--- config.mk ---
export PLATFORM = sky130hd
export DESIGN_NAME = hdr_align_shift
export DESIGN_NICKNAME = d
export VERILOG_FILES = /design/src/rtl/hdr_align_shift.sv
export SDC_FILE = /design/constraint.sdc
export NUM_CORES = 1
export LEC_CHECK = 0
export BUFFER_PORTS_ARGS = -buffer_cell sky130_fd_sc_hd__buf_2
export CORE_MARGIN = 2
export CORE_UTILIZATION = 45
export DETAILED_ROUTE_END_ITERATION = 7
export GPL_ROUTABILITY_DRIVEN = 0
export PLACE_DENSITY = 0.81
export SYNTH_ARGS = -nofsm -noshare
export SYNTH_HDL_FRONTEND = slang
export SYNTH_SLANG_ARGS = --single-unit
--- constraint.sdc ---
create_clock -name clk -period 3.3 [get_ports clk]
set_input_delay 0 -clock clk [delete_from_list [all_inputs] [get_ports clk]]
set_output_delay 0 -clock clk [all_outputs]
set_load 0.005 [all_outputs]
--- src/rtl/hdr_align_shift.sv ---
module hdr_align_shift (
  input  logic        clk,
  input  logic        rst_n,
  input  logic        rx_shift_en,
  input  logic        rxi_valid,
  output logic        rxi_ready,
  input  logic [31:0] rxi_data,
  input  logic        rxi_sop,
  input  logic        rxi_eop,
  input  logic [1:0]  rxi_empty,
  output logic        rxo_valid,
  input  logic        rxo_ready,
  output logic [31:0] rxo_data,
  output logic        rxo_sop,
  output logic        rxo_eop,
  output logic [1:0]  rxo_empty,
  input  logic        tx_shift_en,
  input  logic        txi_valid,
  output logic        txi_ready,
  input  logic [31:0] txi_data,
  input  logic        txi_sop,
  input  logic        txi_eop,
  input  logic [1:0]  txi_empty,
  output logic        txo_valid,
  input  logic        txo_ready,
  output logic [31:0] txo_data,
  output logic        txo_sop,
  output logic        txo_eop,
  output logic [1:0]  txo_empty
);
  localparam int HW = 16;
  localparam logic [1:0] SHIFT = 2'd2;

  // receive path: insert two zero lanes
  logic          rx_en_q, rx_pend, rx_mode, rx_acc, rx_tail;
  logic [HW-1:0] rx_carry;
  logic [1:0]    rx_pend_empty;

  assign rx_mode   = (rxi_valid && rxi_sop) ? rx_shift_en : rx_en_q;
  assign rxi_ready = rxo_ready && !rx_pend;
  assign rx_acc    = rxi_valid && rxi_ready;
  assign rx_tail   = rxi_eop && !rxi_empty[1];

  always_comb begin
    if (rx_pend) begin
      rxo_valid = 1'b1;
      rxo_data  = {rx_carry, {HW{1'b0}}};
      rxo_sop   = 1'b0;
      rxo_eop   = 1'b1;
      rxo_empty = rx_pend_empty;
    end else if (rx_mode) begin
      rxo_valid = rxi_valid;
      rxo_data  = {(rxi_sop ? {HW{1'b0}} : rx_carry), rxi_data[31:HW]};
      rxo_sop   = rxi_sop;
      rxo_eop   = rxi_eop && rxi_empty[1];
      rxo_empty = rxo_eop ? rxi_empty + SHIFT : 2'd0;
    end else begin
      rxo_valid = rxi_valid;
      rxo_data  = rxi_data;
      rxo_sop   = rxi_sop;
      rxo_eop   = rxi_eop;
      rxo_empty = rxi_empty;
    end
  end

  always_ff @(posedge clk or negedge rst_n) begin
    if (!rst_n) begin
      rx_en_q       <= 1'b0;
      rx_pend       <= 1'b0;
      rx_carry      <= '0;
      rx_pend_empty <= 2'd0;
    end else begin
      if (rx_pend && rxo_ready) rx_pend <= 1'b0;
      if (rx_acc) begin
        if (rxi_sop) rx_en_q <= rx_shift_en;
        if (rx_mode) begin
          rx_carry <= rxi_data[HW-1:0];
          if (rx_tail) begin
            rx_pend       <= 1'b1;
            rx_pend_empty <= rxi_empty + SHIFT;
          end
        end
      end
    end
  end

  // transmit path: remove two leading lanes
  logic          tx_en_q, tx_pend, tx_mode, tx_acc, tx_tail, tx_absorb, tx_first;
  logic [HW-1:0] tx_carry;
  logic [1:0]    tx_pend_empty;

  assign tx_mode   = (txi_valid && txi_sop) ? tx_shift_en : tx_en_q;
  assign tx_absorb = tx_mode && txi_valid && txi_sop;
  assign txi_ready = !tx_pend && (txo_ready || tx_absorb);
  assign tx_acc    = txi_valid && txi_ready;
  assign tx_tail   = txi_eop && !txi_empty[1];

  always_comb begin
    if (tx_pend) begin
      txo_valid = 1'b1;
      txo_data  = {tx_carry, {HW{1'b0}}};
      txo_sop   = tx_first;
      txo_eop   = 1'b1;
      txo_empty = tx_pend_empty;
    end else if (tx_mode) begin
      txo_valid = txi_valid && !txi_sop;
      txo_data  = {tx_carry, txi_data[31:HW]};
      txo_sop   = tx_first;
      txo_eop   = txi_eop && txi_empty[1];
      txo_empty = txo_eop ? txi_empty + SHIFT : 2'd0;
    end else begin
      txo_valid = txi_valid;
      txo_data  = txi_data;
      txo_sop   = txi_sop;
      txo_eop   = txi_eop;
      txo_empty = txi_empty;
    end
  end

  always_ff @(posedge clk or negedge rst_n) begin
    if (!rst_n) begin
      tx_en_q       <= 1'b0;
      tx_pend       <= 1'b0;
      tx_first      <= 1'b0;
      tx_carry      <= '0;
      tx_pend_empty <= 2'd0;
    end else begin
      if (tx_pend && txo_ready) begin
        tx_pend  <= 1'b0;
        tx_first <= 1'b0;
      end
      if (tx_acc) begin
        if (txi_sop) tx_en_q <= tx_shift_en;
        if (tx_mode) begin
          tx_carry <= txi_data[HW-1:0];
          tx_first <= txi_sop;
          if (tx_tail) begin
            tx_pend       <= 1'b1;
            tx_pend_empty <= txi_empty + SHIFT;
          end
        end
      end
    end
  end
endmodule

# Yosys cells after proc, flatten, opt, wreduce, memory -nomap -nowiden
# Cells that the tools add are included.
dict set report word_totals {
  reg_bits 41
  elab_cells 72
}
dict set report op_classes {
  n_addsub 2
  mux 34
  reduce_logical 27
}
# operator n
set op_table {}
lappend op_table {{32-bit 2-to-1 mux} 4}
lappend op_table {{1-bit 2-to-1 mux} 23}
lappend op_table {{16-bit 2-to-1 mux} 1}
lappend op_table {{1-bit logical AND} 15}
lappend op_table {{2-bit 2-to-1 mux} 6}
lappend op_table {{2-bit AND reduction} 4}
lappend op_table {{3-bit AND reduction} 2}
lappend op_table {{1-bit logical NOT} 5}
lappend op_table {{2-bit adder (second input constant)} 2}
lappend op_table {{1-bit logical OR} 1}

# Longest topological paths before layout
# Gate-level depths: netlist of the first run.
dict set report depth {
  word_depth 8
  depth_mapped 6
  mapped_depth_nobuf 3
}

# Worst setup path after synthesis of the first run
# OpenSTA, ideal clock, no wires.
dict set report synth_path {
  path_kind {flip-flop to flip-flop}
  startpoint {reg rx_pend}
  endpoint {reg rx_carry[0]}
  setup_ns 0.125
  arrival_time_ns 1.513
  path_slack_ns 1.662
  stages_incl_launch_ff 6
  n_path_buf 2
  period_less_slack_ns 1.638
  cell_sequence {dfrtp_1 buf_2 nand3b_1 a21oi_2 buf_4 mux2_2}
}
dict set report synth_via {
  elab_chain_cells 4
}
# item line_no
set synth_lines {}
lappend synth_lines {{start: declaration} 35} ;# logic rx_en_q, rx_pend, rx_mode, rx_acc, rx_tail;
lappend synth_lines {{start signal: assignment} 69} ;# rx_pend <= 1'b0;
lappend synth_lines {{start signal: assignment} 73} ;# if (rx_pend && rxo_ready) rx_pend <= 1'b0;
lappend synth_lines {{start signal: assignment} 79} ;# rx_pend <= 1'b1;
lappend synth_lines {{1-bit logical NOT} 40} ;# assign rxi_ready = rxo_ready && !rx_pend;
lappend synth_lines {{1-bit logical AND} 40}
lappend synth_lines {{1-bit logical AND} 41} ;# assign rx_acc = rxi_valid && rxi_ready;
lappend synth_lines {{2-bit AND reduction (no line)} n/a}
lappend synth_lines {{end signal: assignment} 77} ;# rx_carry <= rxi_data[HW-1:0];
lappend synth_lines {{end: declaration} 36} ;# logic [HW-1:0] rx_carry;
# Every way passes these cells.
# A chain may end at the register's enable or synchronous reset.

# Worst setup path in the final report of the first run
dict set report layout_path {
  startpoint {reg tx_pend}
  endpoint {out txo_data[17]}
}
dict set report layout_via {
  elab_chain_cells 1
}
# item line_no
set layout_lines {}
lappend layout_lines {{start: declaration} 88} ;# logic tx_en_q, tx_pend, tx_mode, tx_acc, tx_tail, tx_absorb, tx_first;
lappend layout_lines {{start signal: assignment} 123} ;# tx_pend <= 1'b0;
lappend layout_lines {{start signal: assignment} 129} ;# tx_pend <= 1'b0;
lappend layout_lines {{start signal: assignment} 138} ;# tx_pend <= 1'b1;
lappend layout_lines {{32-bit 2-to-1 mux} 99} ;# if (tx_pend) begin
lappend layout_lines {{end: declaration} 26} ;# output logic [31:0] txo_data,
# Every way passes these cells.

==> results of run 1 <==
metal layers:
| metal | part of all wire [%] | global-route usage [%] |
|---|---|---|
| met3 | 6.4 | 4.45 |
| met2 | 51 | 43.9 |
| met4 | 0.80 | 4.99 |
| met5 | 0 | 0 |
| met1 | 41 | 28.4 |
synthesized netlist by cell type:
library cell / number
dfrtp_1: 41
mux2_2: 40
o21ai_0: 36
nand3_1: 35
a21oi_1: 33
a22o_1: 17
clkbuf_1: 14
mux2_4: 10
buf_2: 8
inv_1: 6
nand2_1: 6
a21o_1: 5
nand2b_1: 5
buf_6: 4
mux2_1: 3
or2_2: 3
a21bo_2: 2
a21boi_2: 2
a22oi_1: 2
nand3b_1: 2
nor2b_1: 2
nor3_4: 2
o41ai_1: 2
a2111oi_2: 1
a2111oi_4: 1
a21boi_0: 1
a21oi_2: 1
a21oi_4: 1
and3_1: 1
and3_4: 1
buf_12: 1
buf_4: 1
nand4b_1: 1
logic make-up (layout without fill, tap and decap cells):
logic type	Yosys count	in the layout	synth area share, %
AO/OA/AOI/OAI	104	104	23.8
AND/OR/NAND/NOR	58	58	11.7
multiplexers	53	53	22.1
flip-flops	41	41	35.8
buffers and inverters	34	207	6.55
how the worst max path moves through the flow:
stage,end,cells past startpoint
3_3_place_gp,txo_data[17],3
2_1_floorplan,rx_carry[0],5
6_report,txo_data[17],3
5_1_grt,txo_data[17],3
3_5_place_dp,txo_data[17],3
4_1_cts,txo_data[17],3
metrics by stage:
step / utilization [%] / cell area [um2]
2_1_floorplan: - / 2860
3_3_place_gp: 57.3 / 3580
3_5_place_dp: 57.3 / 3580
4_1_cts: 64.6 / 4030
5_1_grt: 64.6 / 4030
6_report: 64.6 / 4030
worst reg2reg max path: cells and delay by family, from the launching register on:
kind             cells  cell delay [ns]
flip-flops           1             0.73
multiplexers         1             0.42
AND/OR/NAND/NOR      1             0.39
AO/OA/AOI/OAI        1             0.52
area by class of cell:
| cell class | count | area [um2] | area share [%] |
|---|---|---|---|
| inverters | 6 | 22.5 | 0.559 |
| repair buffers | 193 | 1150 | 28.6 |
| flip-flops and latches | 41 | 1030 | 25.4 |
| multi-input cells | 215 | 1650 | 40.9 |
| well taps | 77 | 96.3 | 2.39 |
| clock buffers | 6 | 72.6 | 1.80 |
| clock inverters | 2 | 10.0 | 0.248 |
power by group through the flow:
stage / registers [mW] / clock network (mW) / logic, mW
finish: 0.714 / 0.318 / 0.810
global placement: 0.711 / 0 / 0.750
CTS: 0.712 / 0.327 / 0.807
floorplan: 0.688 / 0 / 0.506
global route: 0.729 / 0.350 / 0.880
detailed placement: 0.720 / 0 / 0.771
registers in the layout (all words and copies together), names as in the netlist:
name and cells:
rx_pend_empty 2, rx_carry 16, tx_pend_empty 2, tx_pend 1, tx_first 1, tx_carry 16, rx_pend 1, rx_en_q 1
tx_en_q 1
repair_timing:
action	4_1_cts	5_1_grt
endpoints found under the hold margin	77	0
setup buffers	0	0
gates resized for setup	0	0
hold buffers	37	0
==> impl_metrics.ini, run 1 <==
[critical_path]
ff2ff_setup_slack_ns = 1.14
cp.arrival_ns = 2.57
r2r_end = tx_carry[13]
cp.required_ns = 3.30
crit_chain = nor3_4 > mux2_2 > buf_2
reg2regPathDepth = 3
reg2reg_from = tx_pend
cp_num_buf_inv = 1
startpoint_type = register
crit_path_end_kind = output pin
critPathMaxFanout = 28
path_class = reg2out
crit_start = tx_pend
cpPeakStageDelay_ns = 1.00
critPathSlowestCell = nor3_4
crit_family = simple AND/OR/NAND/NOR gates

[hold_path]
hp-class = in2reg
worst_hold_path.endpoint = tx_pend
worst_hold_path.num_cells = 3
min_from = txo_ready

[pwr]
p_sw_mw = 0.614
ir_drop_mv = 0.243
total_power_mw = 1.84
power_density_mw_per_mm2 = 457
p_int_mw = 1.23
seq_power_share_pct = 38.8
p_comb_share_pct = 44.0
pwr-share-clk_pct = 17.3
leakage_nw = 1.98
swShare_pct = 33.4

[global_routing]
antenna_found_initial = 0
grt_pass1_vias = 2942
grt_overflow = 0
grt_max_degree = 42
grt_first_pass_wirelength_um = 13800
grt_usage_pct = 23.7

[routing]
drc = 0
wl_per_cell_um = 16.1
via_per_inst = 5.65
num_vias = 3052
first_pass_iters = 5
drtIter0Drc = 153
ant_nets = 0
wl_um = 8670

[floorplanning]
core_mm2 = 0.00624
initial_core_util_pct = 45.9
fp-row-count = 29
die_y_um = 83.8
io_pins = 156
dieArea_mm2 = 0.00702
fp.dieW_um = 83.8

[layout]
most-common-layout-cells = buf_2 (155), dfrtp_1 (41), mux2_2 (40)
drive_gt1_share_pct = 49.0
final_common_cell = buf_2
n_fill_cell = 507
layoutNonFillerInstCount = 540
diodes = 0
finalNetCount = 542
syn_to_final_growth_pct = 40.8

[yosys]
synth_seq_cells = 41
synth_nets = 370
synth_cell_type_count = 33
seq_area_frac_synth_pct = 35.8
synth_top_area_share_pct = 35.8
netlist_area_mm2 = 0.00286
synth_cells = 290
syn_area_per_cell_um2 = 9.88
yosys_warnings = 0
synth.area.top_cells = dfrtp_1 (36%), mux2_2 (16%), o21ai_0 (6.3%)
yosysTopAreaCell = dfrtp_1

[place]
place_ws_ns = 1.07
dp.cells = 495
io_buffers = 155
dp_hpwl_um = 5860

[timing]
max_freq_mhz = 389
hold_viol = 0
post-route-min-period_ns = 2.57
rsz0062_at_grt = false
clock_skew_ns = 0.00586
setup_ws_ns = 0.731
whs_ns = 0.0408
report.final.slew_viol_count = 0
setup_tns_ns = 0
worst_pin_slew_ns = 1.04
min_period_over_period_pct = 77.9
finalSetupViolCount = 0
max_slew_margin_pct = 30.3

[run_status]
status = finished, final reports clean

[clock_tree]
path_clk_slew_ns = 0.07
htree_levels = 2
root_buffer = clkbuf_8
clock_latency_ns = 0.29
clock_sinks = 41
clk_path_buf_depth = 2
cts_tree = yes
cts_buffers = 5

[run]
max_cap_violations = 0
(Power assumes the default switching activity.)
==> run 2, diff against run 1 <==
Settings changed: ABC_AREA set to 1, CORE_UTILIZATION 45 to 40, PLACE_DENSITY 0.81 to 0.77.
Clock period 3.3 ns to 2.3 ns, I/O delays scaled along.
==> impl_metrics.ini, run 2 <==
[floorplanning]
die_y_um = 87.0
dieArea_mm2 = 0.00756
fp-row-count = 30
initial_core_util_pct = 41.0
io_pins = 156
core_mm2 = 0.00672
fp.dieW_um = 87.0

[clock_tree]
root_buffer = clkbuf_8
cts_tree = yes
htree_levels = 2
clock_sinks = 41
clock_latency_ns = 0.29
clk_path_buf_depth = 2
path_clk_slew_ns = 0.08
cts_buffers = 5

[pwr]
ir_drop_mv = 0.315
p_sw_mw = 0.966
p_comb_share_pct = 42.6
total_power_mw = 2.63
seq_power_share_pct = 37.3
power_density_mw_per_mm2 = 660
p_int_mw = 1.66
swShare_pct = 36.7
pwr-share-clk_pct = 20.1
leakage_nw = 2.26

[hold_path]
min_from = txo_ready
worst_hold_path.num_cells = 4
worst_hold_path.endpoint = tx_pend
hp-class = in2reg

[timing]
max_freq_mhz = 565
clock_skew_ns = 0.00778
setup_tns_ns = 0
max_slew_margin_pct = 31.9
worst_pin_slew_ns = 1.02
min_period_over_period_pct = 76.9
hold_viol = 0
post-route-min-period_ns = 1.77
report.final.slew_viol_count = 0
finalSetupViolCount = 0
whs_ns = 0.0162
rsz0062_at_grt = false

[routing]
drc = 0
first_pass_iters = 4
num_vias = 3380
wl_per_cell_um = 12.1
via_per_inst = 5.00
drtIter0Drc = 197
wl_um = 8200
ant_nets = 0

[place]
dp_hpwl_um = 5800
dp.cells = 632
io_buffers = 155
place_area_mm2 = 0.00352

[yosys]
synth_edf_count = 0
synth_most_common_cell = nand2_1
synth_top_area_share_pct = 37.3
seq_area_frac_synth_pct = 37.3
syn_area_per_cell_um2 = 6.60
synth_cell_type_count = 24
ys_async_sr_fraction_pct = 100
synth_nets = 497
synth_cells = 417
yosysTopAreaCell = dfrtp_1
synthTopCellsByCount = nand2_1 (110), o21ai_0 (72), nand3_1 (54)
synth.area.top_cells = dfrtp_1 (37%), nand2_1 (15%), o21ai_0 (13%)
synth_seq_cells = 41
ys.flop_type = dfrtp_1
yosys_warnings = 0
netlist_area_mm2 = 0.00275

[layout]
syn_to_final_growth_pct = 44.8
ff_latch_area_mm2 = 0.00103
layoutNonFillerInstCount = 676
multi_input_area_mm2 = 0.00140
final_common_cell = buf_2
finalNetCount = 675
most-common-layout-cells = buf_2 (155), nand2_1 (110), o21ai_0 (72)
n_fill_cell = 621
drive_gt1_share_pct = 30.0
biggestRegsByFlops = rx_carry (16), tx_carry (16)
diodes = 0
fin_area_mm2 = 0.00399

[global_routing]
grt_pass1_vias = 3109
grt_max_degree = 52
grt_overflow = 0
antenna_found_initial = 0
grt_usage_pct = 21.7
grt_first_pass_wirelength_um = 13300

[critical_path]
r2r_end = rx_pend_empty[0]
cp.required_ns = 2.49
critPathSlowestCell = nor2_4
crit_path_end_kind = register
crit_chain = inv_1 > nand2_1 > o21ai_4 > nor2_4 > nand2_1 > nand2_1 > nand2_1
cp_num_buf_inv = 1
critPathMaxFanout = 51
path_class = reg2reg
cpPeakStageDelay_ns = 0.56
cp.arrival_ns = 1.96
startpoint_type = register
reg2regPathDepth = 7
ff2ff_setup_slack_ns = 0.53
crit_top_cell = nand2_1
crit_family = simple AND/OR/NAND/NOR gates
reg2reg_from = rx_en_q

[run]
max_cap_violations = 0

[run_status]
status = finished, final reports clean
run 2: logic make-up after synthesis:
family / count (synthesis) / share of synthesized area [%]
AO/OA/AOI/OAI: 97 / 18.4
buffers and inverters: 72 / 11.7
flip-flops: 41 / 37.3
AND/OR/NAND/NOR: 207 / 32.6
run 2: stage by stage:
stage,util [%],worst slack (ns)
final,59.3,0.530
after global routing,59.3,0.298
after CTS,59.3,0.530
after detailed placement,52.4,0.534
after global placement,52.4,0.609
after floorplan,-,1.08
run 2: routing by layer:
metal	wire, um	global-route usage [%]
met1	3440	25.5
met2	3980	39.1
met3	626	4.45
met4	157	6.96
met5	0	0
run 2: power by group through the flow:
stage                     clock network [mW]  registers (mW)  logic [mW]
final                                  0.527           0.981        1.12
after global routing                   0.581            1.00        1.28
after CTS                              0.548           0.981        1.12
after detailed placement                   0           0.994        1.07
after global placement                     0           0.985        1.05
after floorplan                            0           0.973       0.644
run 2: repair_timing:
action / CTS / global route
hold endpoints to repair: 76 / 0
resized for setup: 0 / 0
buffers inserted: 0 / 0
hold buffers: 36 / 0
run 2: how the worst max path moves through the flow:
stage               startpoint  slack, ns                to  depth (start not counted)
floorplan              rx_pend       1.08      rx_carry[10]                          5
global placement       rx_en_q       0.61  rx_pend_empty[0]                          7
detailed placement     rx_en_q       0.53  rx_pend_empty[0]                          7
CTS                    rx_en_q       0.53  rx_pend_empty[0]                          7
global route           rx_en_q       0.30  rx_pend_empty[0]                          7
finish                 rx_en_q       0.53  rx_pend_empty[0]                          7
run 2: cell type report:
type | instances | area share, %
Inverter | 47 | 4.43
Sequential cell | 41 | 25.7
Clock buffer | 7 | 2.42
Clock inverter | 1 | 0.220
Tap cell | 80 | 2.51
Timing Repair Buffer | 196 | 29.5
Multi-Input combinational cell | 304 | 35.2
run 2: tightest hold or removal path, cell delays in order:
cell     delay (ns)
buf_2          0.10
inv_1          0.05
nand2_1        0.07
nand2_1        0.06
==> run 3, diff against run 2 <==
Settings changed: ABC_AREA 1 to 0, CORE_UTILIZATION 40 to 45, PLACE_DENSITY 0.77 to 0.81.
Clock period 2.3 ns to 1.67 ns, I/O delays scaled along.
==> impl_metrics.ini, run 3 (synthesized netlist as in run 1, its figures left out) <==
[run_status]
status = finished, violations left
violations = setup timing

[floorplanning]
die_y_um = 83.8
io_pins = 156
core_mm2 = 0.00624
dieArea_mm2 = 0.00702
fp.dieW_um = 83.8
fp-row-count = 29
initial_core_util_pct = 45.9

[clock_tree]
path_clk_slew_ns = 0.08
htree_levels = 2
cts_tree = yes
root_buffer = clkbuf_8
cts_buffers = 5
clock_sinks = 41
clk_path_buf_depth = 2
clock_latency_ns = 0.28

[layout]
drive_gt1_share_pct = 51.4
final_common_cell = buf_2
finalNetCount = 560
diodes = 0
most-common-layout-cells = buf_2 (140), dfrtp_1 (41), o21ai_0 (36), dlygate4sd3_1 (36), nand3_1 (35)
fin_area_mm2 = 0.00440
biggestRegsByFlops = rx_carry (16), tx_carry (16)
syn_to_final_growth_pct = 53.5

[critical_path]
crit_family = buffers and inverters
startpoint_type = register
cpPeakStageDelay_ns = 0.41
reg2reg_from = tx_en_q
cp.required_ns = 1.67
cp.arrival_ns = 1.71
reg2regPathDepth = 4
critPathSlowestCell = dfrtp_1
ff2ff_setup_slack_ns = 0.15
crit_path_end_kind = output pin
cp.depth = 6
crit_chain = a21boi_4 > nor3_4 > buf_6 > clkbuf_16 > mux2_4 > buf_6
critPathMaxFanout = 8
path_class = reg2out
endpoint = txo_data[24]
r2r_end = tx_carry[15]
crit_start = tx_en_q
crit_top_cell = buf_6
cp_num_buf_inv = 3

[routing]
dr_wl_met2_um = 5180
num_vias = 3147
wl_met3_um = 596
m1WireLength_um = 3780
drtIter0Drc = 136
highest_layer = met4
wl_per_cell_um = 17.2
drc = 0
via_per_inst = 5.64
wl_um = 9610
ant_nets = 0
first_pass_iters = 4

[timing]
rsz0062_at_grt = true
post-route-min-period_ns = 1.71
hold_viol = 0
max_freq_mhz = 584
setup_ws_ns = -0.0426
worst_pin_slew_ns = 0.464
min_period_over_period_pct = 103
report.final.slew_viol_count = 0
finalSetupViolCount = 13
max_slew_margin_pct = 69.1
whs_ns = 0.0193
clock_skew_ns = 0.00428

[global_routing]
grt_usage_pct = 25.5
grt_overflow = 0
grt_max_degree = 28
grt_pass1_vias = 3055
grt_first_pass_wirelength_um = 14700
antenna_found_initial = 0

[hold_path]
worst_hold_path.num_cells = 2
hp-class = in2reg
min_from = rx_shift_en

[pwr]
p_comb_share_pct = 46.5
swShare_pct = 31.0
power_density_mw_per_mm2 = 946
p_sw_mw = 1.29
seq_power_share_pct = 33.8
ir_drop_mv = 0.473
leakage_nw = 2.18
pwr-share-clk_pct = 19.6
p_int_mw = 2.87

[place]
io_buffers = 155
dp_hpwl_um = 6170
place_area_mm2 = 0.00371

[run]
max_cap_violations = 0
## run 3: changes by cell type in the layout (fill, tap and decap cells not counted), moves of 19 or more
cell     delta
nor2_1     -35
nand3_1    -19
mux2_2     +33
inv_1      -39
nand2_1   -104
o21ai_0    -36
## run 3: stage by stage
step                setup TNS [ns]  cells  utilization, %  total power, mW  setup slack (ns)
finish                      -0.394    558            70.4             4.16           -0.0426
global route                 -1.45    558            70.4             4.39           -0.0938
CTS                         -0.193    555            67.5             3.92           -0.0326
detailed placement               0    511            59.5             3.01             0.174
global placement                 0    511            59.5             2.95             0.239
floorplan                        0    290               -             2.36            0.0318
## run 3: how the worst min path moves through the flow
stage                        endpoint
after floorplan           rx_carry[0]
after global placement    tx_carry[9]
after detailed placement  tx_carry[9]
after CTS                     rx_en_q
after global routing          rx_en_q
final                         rx_en_q
## run 3: worst reg2reg max path: stages (launching register included)
cell	delay, ns
dfrtp_1	0.40
nand3b_1	0.21
a21oi_4	0.21
buf_4	0.23
mux2_1	0.36
## run 3: final cells by class
type	instances	area, um2
Tap cell	77	96.3
Multi-Input combinational cell	215	1690
Clock buffer	7	86.3
Clock inverter	1	30.0
Inverter	6	22.5
Timing Repair Buffer	211	1440
Sequential cell	41	1030
Fill cell	450	1850
## run 3: power groups by stage
stage / sequential [mW] / clock [mW] / combinational [mW]
after CTS: 1.39 / 0.837 / 1.69
after global routing: 1.44 / 0.874 / 2.08
after floorplan: 1.36 / 0 / 0.999
final: 1.41 / 0.815 / 1.93
after global placement: 1.40 / 0 / 1.56
after detailed placement: 1.41 / 0 / 1.61
## run 3: repair_timing
| action | in CTS | in global routing |
|---|---|---|
| endpoints found under the setup margin | 28 | 32 |
| cloned | 0 | 2 |
| pin swaps | 1 | 1 |
| hold endpoints to repair | 55 | 0 |
| hold buffers | 36 | 0 |
| resized for setup | 5 | 25 |
| buffers inserted | 0 | 3 |
## run 3: metal layers
metal / global-route usage [%] / vias to the layer above
met1: 30.8 / 1518
met3: 4.06 / 8
li1: - / 1457
met2: 47.7 / 164
met4: 5.43 / 0
met5: 0 / -
